[src/rtl/osc_pkg.sv]
package osc_pkg;
    localparam int DEF_DATA_W = 16;

    typedef enum logic [1:0] {
        ACT_IDLE    = 2'd0,
        ACT_STEP    = 2'd1,
        ACT_RESTART = 2'd2
    } step_act_e;
endpackage

[src/rtl/osc_coef_reg.sv]
module osc_coef_reg #(
    parameter int DATA_W = 16,
    localparam int TWOC_W = DATA_W + 1
) (
    input  logic                     clk,
    input  logic                     rst_n,
    input  logic                     load,
    input  logic signed [DATA_W-1:0] coef_in,
    output logic signed [DATA_W-1:0] c_out,
    output logic signed [TWOC_W-1:0] twoc_out
);
    typedef struct packed {
        logic signed [DATA_W-1:0] c;
        logic signed [TWOC_W-1:0] twoc;
    } coef_t;

    coef_t cf_d, cf_q;

    always_comb begin
        cf_d = cf_q;
        if (load) begin
            cf_d.c    = coef_in;
            cf_d.twoc = TWOC_W'(coef_in) <<< 1;
        end
    end

    always_ff @(posedge clk or negedge rst_n) begin
        if (!rst_n) begin
            cf_q <= '0;
        end else begin
            cf_q <= cf_d;
        end
    end

    assign c_out    = cf_q.c;
    assign twoc_out = cf_q.twoc;

    // a load latches the presented coefficient and its double
    a_r7_load_latches: assert property (@(posedge clk) disable iff (!rst_n)
        load |=> (c_out == $past(coef_in)) &&
                 (twoc_out == (TWOC_W'($past(coef_in)) <<< 1)));
endmodule

[src/rtl/osc_mac.sv]
module osc_mac #(
    parameter int DATA_W = 16,
    localparam int FRAC   = DATA_W - 1,
    localparam int TWOC_W = DATA_W + 1,
    localparam int PROD_W = TWOC_W + DATA_W,
    localparam int ACC_W  = PROD_W + 3
) (
    input  logic signed [DATA_W-1:0] c,
    input  logic signed [TWOC_W-1:0] twoc,
    input  logic signed [DATA_W-1:0] y1,
    input  logic signed [DATA_W-1:0] y2,
    input  logic signed [DATA_W-1:0] x0,
    input  logic signed [DATA_W-1:0] x1,
    output logic signed [ACC_W-1:0]  acc
);
    logic signed [PROD_W-1:0] fb_prod;
    logic signed [PROD_W-1:0] ff_prod;
    logic signed [ACC_W-1:0]  fb_ext;
    logic signed [ACC_W-1:0]  ff_ext;
    logic signed [ACC_W-1:0]  y2_ext;
    logic signed [ACC_W-1:0]  x0_ext;

    always_comb begin
        fb_prod = twoc * y1;
        ff_prod = c * x1;
        fb_ext  = ACC_W'(fb_prod);
        ff_ext  = ACC_W'(ff_prod);
        y2_ext  = ACC_W'(y2) <<< FRAC;
        x0_ext  = ACC_W'(x0) <<< FRAC;
        acc     = fb_ext - y2_ext + x0_ext - ff_ext;
    end
endmodule

[src/rtl/osc_round_sat.sv]
module osc_round_sat #(
    parameter int DATA_W        = 16,
    parameter int ACC_W         = 36,
    parameter bit ROUND_NEAREST = 1'b1,
    localparam int FRAC = DATA_W - 1
) (
    input  logic signed [ACC_W-1:0]  acc,
    output logic signed [DATA_W-1:0] result,
    output logic                     clipped
);
    localparam logic signed [ACC_W-1:0] HALF = ACC_W'(1) <<< (FRAC - 1);
    localparam logic signed [ACC_W-1:0] MAXV = (ACC_W'(1) <<< (DATA_W - 1)) - ACC_W'(1);
    localparam logic signed [ACC_W-1:0] MINV = -MAXV - ACC_W'(1);

    logic signed [ACC_W-1:0] biased;
    logic signed [ACC_W-1:0] scaled;

    generate
        if (ROUND_NEAREST) begin : g_round
            assign biased = acc + HALF;
        end else begin : g_trunc
            assign biased = acc;
        end
    endgenerate

    always_comb begin
        scaled  = biased >>> FRAC;
        clipped = 1'b0;
        if (scaled > MAXV) begin
            result  = MAXV[DATA_W-1:0];
            clipped = 1'b1;
        end else if (scaled < MINV) begin
            result  = MINV[DATA_W-1:0];
            clipped = 1'b1;
        end else begin
            result = scaled[DATA_W-1:0];
        end
    end
endmodule

[src/rtl/tone_recur_gen.sv]
module tone_recur_gen #(
    parameter int DATA_W        = osc_pkg::DEF_DATA_W,
    parameter bit ROUND_NEAREST = 1'b1,
    localparam int TWOC_W = DATA_W + 1,
    localparam int ACC_W  = TWOC_W + DATA_W + 3
) (
    input  logic                     clk,
    input  logic                     rst_n,
    input  logic signed [DATA_W-1:0] coef_in,
    input  logic                     coef_load,
    input  logic                     restart,
    input  logic                     sample_strobe,
    input  logic                     out_en,
    output logic signed [DATA_W-1:0] sample_out,
    output logic                     sample_valid
);
    import osc_pkg::*;

    localparam logic signed [DATA_W-1:0] IMPULSE = {1'b0, {(DATA_W-1){1'b1}}};

    typedef struct packed {
        logic signed [DATA_W-1:0] y1;
        logic signed [DATA_W-1:0] y2;
        logic signed [DATA_W-1:0] x1;
        logic signed [DATA_W-1:0] out;
        logic                     valid;
        logic                     first;
    } osc_state_t;

    osc_state_t st_d, st_q;
    step_act_e  act;

    logic signed [DATA_W-1:0] c_cur;
    logic signed [TWOC_W-1:0] twoc_cur;
    logic signed [DATA_W-1:0] x_cur;
    logic signed [ACC_W-1:0]  acc;
    logic signed [DATA_W-1:0] y_new;
    logic                     y_clipped;

    osc_coef_reg #(.DATA_W(DATA_W)) u_coef (
        .clk      (clk),
        .rst_n    (rst_n),
        .load     (coef_load),
        .coef_in  (coef_in),
        .c_out    (c_cur),
        .twoc_out (twoc_cur)
    );

    assign x_cur = st_q.first ? IMPULSE : '0;

    osc_mac #(.DATA_W(DATA_W)) u_mac (
        .c    (c_cur),
        .twoc (twoc_cur),
        .y1   (st_q.y1),
        .y2   (st_q.y2),
        .x0   (x_cur),
        .x1   (st_q.x1),
        .acc  (acc)
    );

    osc_round_sat #(
        .DATA_W        (DATA_W),
        .ACC_W         (ACC_W),
        .ROUND_NEAREST (ROUND_NEAREST)
    ) u_rs (
        .acc     (acc),
        .result  (y_new),
        .clipped (y_clipped)
    );

    always_comb begin
        if (restart) begin
            act = ACT_RESTART;
        end else if (sample_strobe && out_en) begin
            act = ACT_STEP;
        end else begin
            act = ACT_IDLE;
        end
    end

    always_comb begin
        st_d       = st_q;
        st_d.valid = 1'b0;
        case (act)
            ACT_RESTART: begin
                st_d.y1    = '0;
                st_d.y2    = '0;
                st_d.x1    = '0;
                st_d.first = 1'b1;
            end
            ACT_STEP: begin
                st_d.y2    = st_q.y1;
                st_d.y1    = y_new;
                st_d.x1    = x_cur;
                st_d.out   = y_new;
                st_d.valid = 1'b1;
                st_d.first = 1'b0;
            end
            default: ;
        endcase
    end

    always_ff @(posedge clk or negedge rst_n) begin
        if (!rst_n) begin
            st_q       <= '0;
            st_q.first <= 1'b1;
        end else begin
            st_q <= st_d;
        end
    end

    assign sample_out   = st_q.out;
    assign sample_valid = st_q.valid;

    // an accepted step yields a valid pulse on the next cycle
    a_r5_step_gives_valid: assert property (@(posedge clk) disable iff (!rst_n)
        (sample_strobe && out_en && !restart) |=> sample_valid);

    // no accepted step leaves the output held and the valid low
    a_r6_idle_holds: assert property (@(posedge clk) disable iff (!rst_n)
        !(sample_strobe && out_en) |=> (!sample_valid && $stable(sample_out)));

    // restart wipes history, wins over a strobe and holds the output
    a_r8_restart_clears: assert property (@(posedge clk) disable iff (!rst_n)
        restart |=> (!sample_valid && $stable(sample_out) && st_q.first &&
                     st_q.y1 == '0 && st_q.y2 == '0 && st_q.x1 == '0));

    // the first step after a restart emits the impulse response head
    a_r4_impulse_first: assert property (@(posedge clk) disable iff (!rst_n)
        (sample_strobe && out_en && !restart && st_q.first) |=>
            (sample_out == IMPULSE && st_q.x1 == IMPULSE));

    // a clipped result is exactly one of the two rails
    a_r3_clip_rails: assert property (@(posedge clk) disable iff (!rst_n)
        (act == ACT_STEP && y_clipped) |=>
            (sample_out == IMPULSE || sample_out == -IMPULSE - 1));
endmodule

[config.mk]
export PLATFORM = sky130hd
export DESIGN_NAME = tone_recur_gen
export DESIGN_NICKNAME = d
export VERILOG_FILES = /design/src/rtl/osc_pkg.sv /design/src/rtl/osc_coef_reg.sv /design/src/rtl/osc_mac.sv /design/src/rtl/osc_round_sat.sv /design/src/rtl/tone_recur_gen.sv
export SDC_FILE = /design/constraint.sdc
export NUM_CORES = 1
export LEC_CHECK = 0
export CORE_MARGIN = 3
export CORE_UTILIZATION = 35
export DETAILED_ROUTE_END_ITERATION = 16
export GPL_TIMING_DRIVEN = 0
export HOLD_SLACK_MARGIN = 0.08
export PLACE_DENSITY = 0.49
export SYNTH_ARGS = -nofsm -noshare
export SYNTH_HDL_FRONTEND = slang
export SYNTH_HIERARCHICAL = 1
export SYNTH_SLANG_ARGS = --single-unit
[constraint.sdc]
create_clock -name clk -period 31.7 [get_ports clk]
set_input_delay 4.755 -clock clk [delete_from_list [all_inputs] [get_ports clk]]
set_output_delay 4.755 -clock clk [all_outputs]
set_load 0.01 [all_outputs]
## After elaboration in Yosys (flattened, before gate mapping)

Cells that the tools add are included.

| storage, ports and cells | value |
|---|---|
| bits in registers | 82 |
| input bits | 22 |
| output and inout port bits | 17 |

| operators by class | value |
|---|---|
| add/sub/neg operators | 4 |
| multiply operators | 2 |
| order comparisons | 2 |
| equal/unequal tests | 2 |
| mux-type cells | 8 |
| reduce and logical (&&, ||, !) cells | 2 |

Operators by type and width:

| kind | count |
|---|---|
| 48-bit case mux with 2 select lines | 1 |
| 16-bit by 16-bit multiplier with 32-bit output | 2 |
| 36-bit by 16-bit adder with 36-bit output (second input constant) | 1 |
| 35-bit by 32-bit subtractor with 36-bit output | 1 |
| 34-bit by 31-bit adder with 35-bit output | 1 |
| 33-bit by 31-bit subtractor with 34-bit output | 1 |
| 16-bit two-way mux | 2 |
| 21-bit by 16-bit > comparator with 1-bit output (second input constant) | 1 |
| 21-bit by 16-bit less-than comparator with 1-bit output (second input constant) | 1 |
| 15-bit two-way mux | 1 |
| 2-bit by 1-bit == test with 1-bit output (second input constant) | 1 |
| 2-bit == test (second input constant) | 1 |
| 1-bit two-way mux | 2 |
| 2-bit two-way mux | 1 |
| 1-bit case mux with 2 select lines | 1 |
| 2-bit nonzero test | 1 |
| 1-bit logical AND | 1 |

## Depth between registers and ports, before layout

| depth | value |
|---|---|
| depth in word-level cells | 9 |
| gate-level depth with buffers | 52 |
| mapped depth without buffers | 49 |

## Modules after synthesis

The synthesis kept the hierarchy.

Modules (own cells, without submodules):

| module | instances | cells an instance | area an instance (sq um) | seq. area each (sq um) |
|---|---|---|---|---|
| osc_mac | 1 | 2542 | 23821.6 | 0.0 |
| tone_recur_gen | 1 | 208 | 2419.8 | 1277.5 |
| osc_coef_reg | 1 | 52 | 780.7 | 400.4 |
| osc_round_sat | 1 | 88 | 650.6 | 0.0 |

## Worst setup path before layout

Ideal clock, no wire load.

| path | value |
|---|---|
| path type | reg-to-reg |
| start point | reg u_coef.cf_q, in the netlist u_coef/c_out[15] |
| end point | reg st_q[58] (netlist bit) |
| arrival time | 11.860 ns |
| data required time | 31.622 ns |
| setup slack | 19.762 ns |
| cell stages (with the launch flop) | 51 |
| clock period less this slack | 11.938 ns |
| cells stage by stage | dfrtp_1 > buf_4 > clkbuf_1 > nand2_1 > fa_1 > fa_1 > inv_1 > ha_1 > inv_1 > fa_1 > inv_1 > fa_1 > inv_1 > fa_1 > inv_1 > ha_1 > clkbuf_1 > a21oi_1 > [... 15 more ...] > a21o_1 > a21o_1 > a21oi_1 > o21bai_1 > a21o_1 > a21o_1 > or4b_1 > o2111ai_1 > nand2_1 > nor4_1 > and3_1 > xnor2_1 > inv_1 > a41o_2 > buf_6 > o21ai_2 > nand3_1 > a21oi_1 |

| on the way | value |
|---|---|
| longest elaborated chain between the ends | 9 |

RTL lines:

| element | line | text |
|---|---|---|
| start: declaration | osc_coef_reg.sv:17 | `coef_t cf_d, cf_q;` |
| start signal: assignment | osc_coef_reg.sv:29 | `cf_q <= '0;` |
| start signal: assignment | osc_coef_reg.sv:31 | `cf_q <= cf_d;` |
| 16-bit by 16-bit multiplier with 32-bit output | n/a |  |
| 33-bit by 31-bit subtractor with 34-bit output | n/a |  |
| 34-bit by 31-bit adder with 35-bit output | n/a |  |
| 35-bit by 32-bit subtractor with 36-bit output (*) | osc_mac.sv:30 | `acc = fb_ext - y2_ext + x0_ext - ff_ext;` |
| named net acc[33] | tone_recur_gen.sv:36 | `logic signed [ACC_W-1:0] acc;` |
| 36-bit by 16-bit adder with 36-bit output (*) | osc_round_sat.sv:20 | `assign biased = acc + HALF;` |
| 21-bit by 16-bit less-than comparator with 1-bit output | osc_round_sat.sv:32 | `end else if (scaled < MINV) begin` |
| 16-bit two-way mux | osc_round_sat.sv:32 |  |
| 16-bit two-way mux (*) | osc_round_sat.sv:29 | `if (scaled > MAXV) begin` |
| named net y_new[8] | tone_recur_gen.sv:37 | `logic signed [DATA_W-1:0] y_new;` |
| 48-bit case mux with 2 select lines (*) | tone_recur_gen.sv:84 | `case (act)` |
| end signal: assignment | tone_recur_gen.sv:108 | `st_q <= st_d;` |
| end: declaration | tone_recur_gen.sv:30 | `osc_state_t st_d, st_q;` |

Mark *: on every way through the listed nets, which the timed path passes. The rest lies on a longest branch. The select of a mux whose other input is x is not followed.
A chain may end at the register's enable or synchronous reset.

## Final worst setup path

| path | value |
|---|---|
| start point | reg u_coef.cf_q, in the netlist u_coef/c_out[15] |
| end point | reg st_q[60] (netlist bit) |

The elaborated chain is that of the path after synthesis.

==> results.md <==
Run:
- The number of maximum-capacitance violations is 0.

Timing:
- At the pin with the least slew margin, the transition time is 1.086 ns.
- Between clock sinks in the finished design, the worst skew comes to 0.01762 ns.
- The part of the cycle the worst path needs is 0.4562.
- Setup violations remaining at the end of the flow were counted as 0.
- Adding up every negative setup slack in the final design gives 0 ns.
- The final critical-path required period is 14.46 ns.
- In this run the tightest slew margin relative to its limit is 0.2742.
- The count of final max-slew check failures is 0.
- Setup repair after global routing left no endpoint under its margin.
- The maximum operating frequency is 0.06914 GHz.
- The final hold violation count is 0.

Worst setup path:
- The terminus of the critical flop-to-flop path is st_q[60].
- The launching element of the worst setup path is u_coef/c_out[15].
- The worst setup path is launched from a register.
- In this run the worst setup path terminates at st_q[60].
- In this run the worst path has a maximum fanout of 13.
- The family with the most delay on the worst path is adder cells.
- At the worst endpoint, the arrival time is 14.73 ns.
- Counting stages on the worst path, the most repeated cell is sky130_fd_sc_hd__fa_1.
- On the critical path, the stage with the largest delay is an instance of sky130_fd_sc_hd__dfrtp_1.
- The delay of the slowest critical-path stage is 0.80 ns.
- The worst register-to-register path begins at u_coef/c_out[15].
- The setup slack of the worst register-to-register path is 17.24 ns.
- The type of the worst setup path is register to register.
- The depth of the most critical reg-to-reg path is 50.
- The data required time of the critical path is 31.97 ns.
- The instance count on the critical path is 50.
- The endpoint class of the critical path is a register.
- The critical path contains buffers and inverters numbering 12 combined.

CTS:
- Post-CTS repair changed the size of 0 cells.
- The cell sitting at the root of the clock tree is a sky130_fd_sc_hd__clkbuf_16.
- The clock latency on the worst-skew pair is 0.36 ns.
- The clock sink count is 67.
- The hold-fix buffer count after cts is 0.
- The maximum level of the CTS H-tree is 3.
- The clock-pin slew on the worst setup and hold paths is 0.07 ns.
- Clock tree synthesis inserted a total of 9 buffers.
- The post-CTS repair timing setup buffer count is 0.
- TritonCTS built the clock tree.
- The number of buffers on the longest clock path is 2.

Routing:
- Detailed routing inserted a total of 18830 vias.
- The via count normalized by instance count is 4.757.
- The length of the first detailed-routing pass in iterations is 5.
- The average wire length per cell after detail routing is 18.78 um.
- The total wirelength of the detailed-routed design is 74300 um.
- The number of nets with antenna violations after detailed routing is 0.
- The first routing iteration left 923 violations.
- In the routed design, unresolved DRC markers number 0.

Floorplanning:
- The die is 286.1 um wide.
- The total die area is 0.08186 mm^2.
- 39 I/O pins were placed.
- The floorplan core area is 0.07759 mm^2.
- The initial core utilization is 0.3539.
- Row generation in the floorplan step produced 102 rows.
- The height of the die is 286.1 um.

Place:
- The placer congestion estimate is 0.8632.
- After legalization and detailed placement, the total HPWL measured 63760 um.
- The total placed cells including tap cells is 3940.
- In this run the tool buffered the top-level ports with 34 buffer cells.

Finish:
- In the final design database the tool counted 3789 nets.
- Of the cells placed in the final design, the portion with a size suffix greater than 1 is 0.05898.
- Relative to the synthesized area, the layout overhead comes to 7.321%.
- For this run, the share of the core covered by cells in the final layout is 0.3799.
- The number of fill cells is 7976.
- The number of standard cells in the final layout excluding fillers is 3957.

Global routing:
- The total global routing track utilization is 0.1907.
- The number of antenna violations at the first check in global routing is 5.
- Entering global routing, the biggest net connects 101 pins.
- The first global-routing pass estimated 120100 um of wire.
- The via count of the first global-routing pass is 21030.
- The total congestion overflow after global routing is 0.

Status:
- The flow ran to the end, and the final reports show no timing, DRC or antenna violations.

Yosys:
- The mapped cell area is 0.02746 mm^2.
- The post-synthesis instance total is 2857.
- The mean cell area of the mapped netlist is 9.613 um^2.
- The number of warnings issued by yosys is 6.

Hold path:
- The min-delay analysis places its worst path in the category register to register.
[per-stage QoR]
stage	area (um^2)	setup WS, ns	hold slack, ns
6_report	29470	17.24	0.5164
5_1_grt	29470	16.38	0.5325
4_1_cts	29470	17.20	0.5186
3_5_place_dp	29160	17.24	0.4953
3_3_place_gp	29140	17.32	0.4953
2_1_floorplan	27490	19.81	0.4806
[worst reg2reg max path: cells and delay by family (launching register included)]
| kind | cells | cell delay, ns |
|---|---|---|
| AO/OA/AOI/OAI | 17 | 3.18 |
| XOR/XNOR | 1 | 0.19 |
| adder cells (fa/ha/maj) | 13 | 6.15 |
| buffers and inverters | 12 | 1.72 |
| flip-flops | 1 | 0.80 |
| AND/OR/NAND/NOR | 7 | 2.33 |
[final cells by class]
class	count	area, um^2	share of cell area
sequential	67	1682	0.05705
buffer	133	705.7	0.02394
clock buffer	9	225.2	0.007641
multi-input combinational	1962	22470	0.7625
antenna	1	2.502	0.00008490
tap	1040	1301	0.04415
clock inverter	7	80.08	0.002717
timing repair buffer	35	365.4	0.01240
inverter	703	2639	0.08953
[registers in the layout, summed over array words and instances, names as in the netlist]
| signal | cells |
|---|---|
| sample_out | 16 |
| sample_valid | 1 |
| st_q | 34 |
| u_coef/c_out | 16 |
[metal layers]
| layer | track usage | vias to the layer above | routed length [um] |
|---|---|---|---|
| li1 | - | 8548 | - |
| met1 | 0.2707 | 9838 | 34480 |
| met2 | 0.3148 | 377 | 35000 |
| met3 | 0.02454 | 62 | 3280 |
| met4 | 0.03672 | 0 | 1538 |
| met5 | 0 | - | 0 |
[placed cells by master, fill, tap and decap left out, types with 55 or more instances in the layout]
master                     instances
sky130_fd_sc_hd__inv_1           703
sky130_fd_sc_hd__fa_1            661
sky130_fd_sc_hd__and2_1          278
sky130_fd_sc_hd__nand2_1         256
sky130_fd_sc_hd__ha_1            195
sky130_fd_sc_hd__a21oi_1          90
sky130_fd_sc_hd__clkbuf_1         78
sky130_fd_sc_hd__dfrtp_1          65
sky130_fd_sc_hd__xnor2_1          58
sky130_fd_sc_hd__nand3_1          55
[worst min path at each step]
stage / from / end / slack [ns] / cells after the start
after detailed placement: sample_out[11] / sample_out[11] / 0.50 / 1
final: sample_out[10] / sample_out[10] / 0.52 / 1
after global placement: sample_out[4] / sample_out[4] / 0.50 / 1
after CTS: sample_out[4] / sample_out[4] / 0.52 / 1
after floorplan: sample_out[0] / sample_out[0] / 0.48 / 1
after global routing: sample_out[1] / sample_out[1] / 0.53 / 1
Power is not shown: default switching activity piles up to over one toggle a cycle in this logic, so the estimate is an artifact.
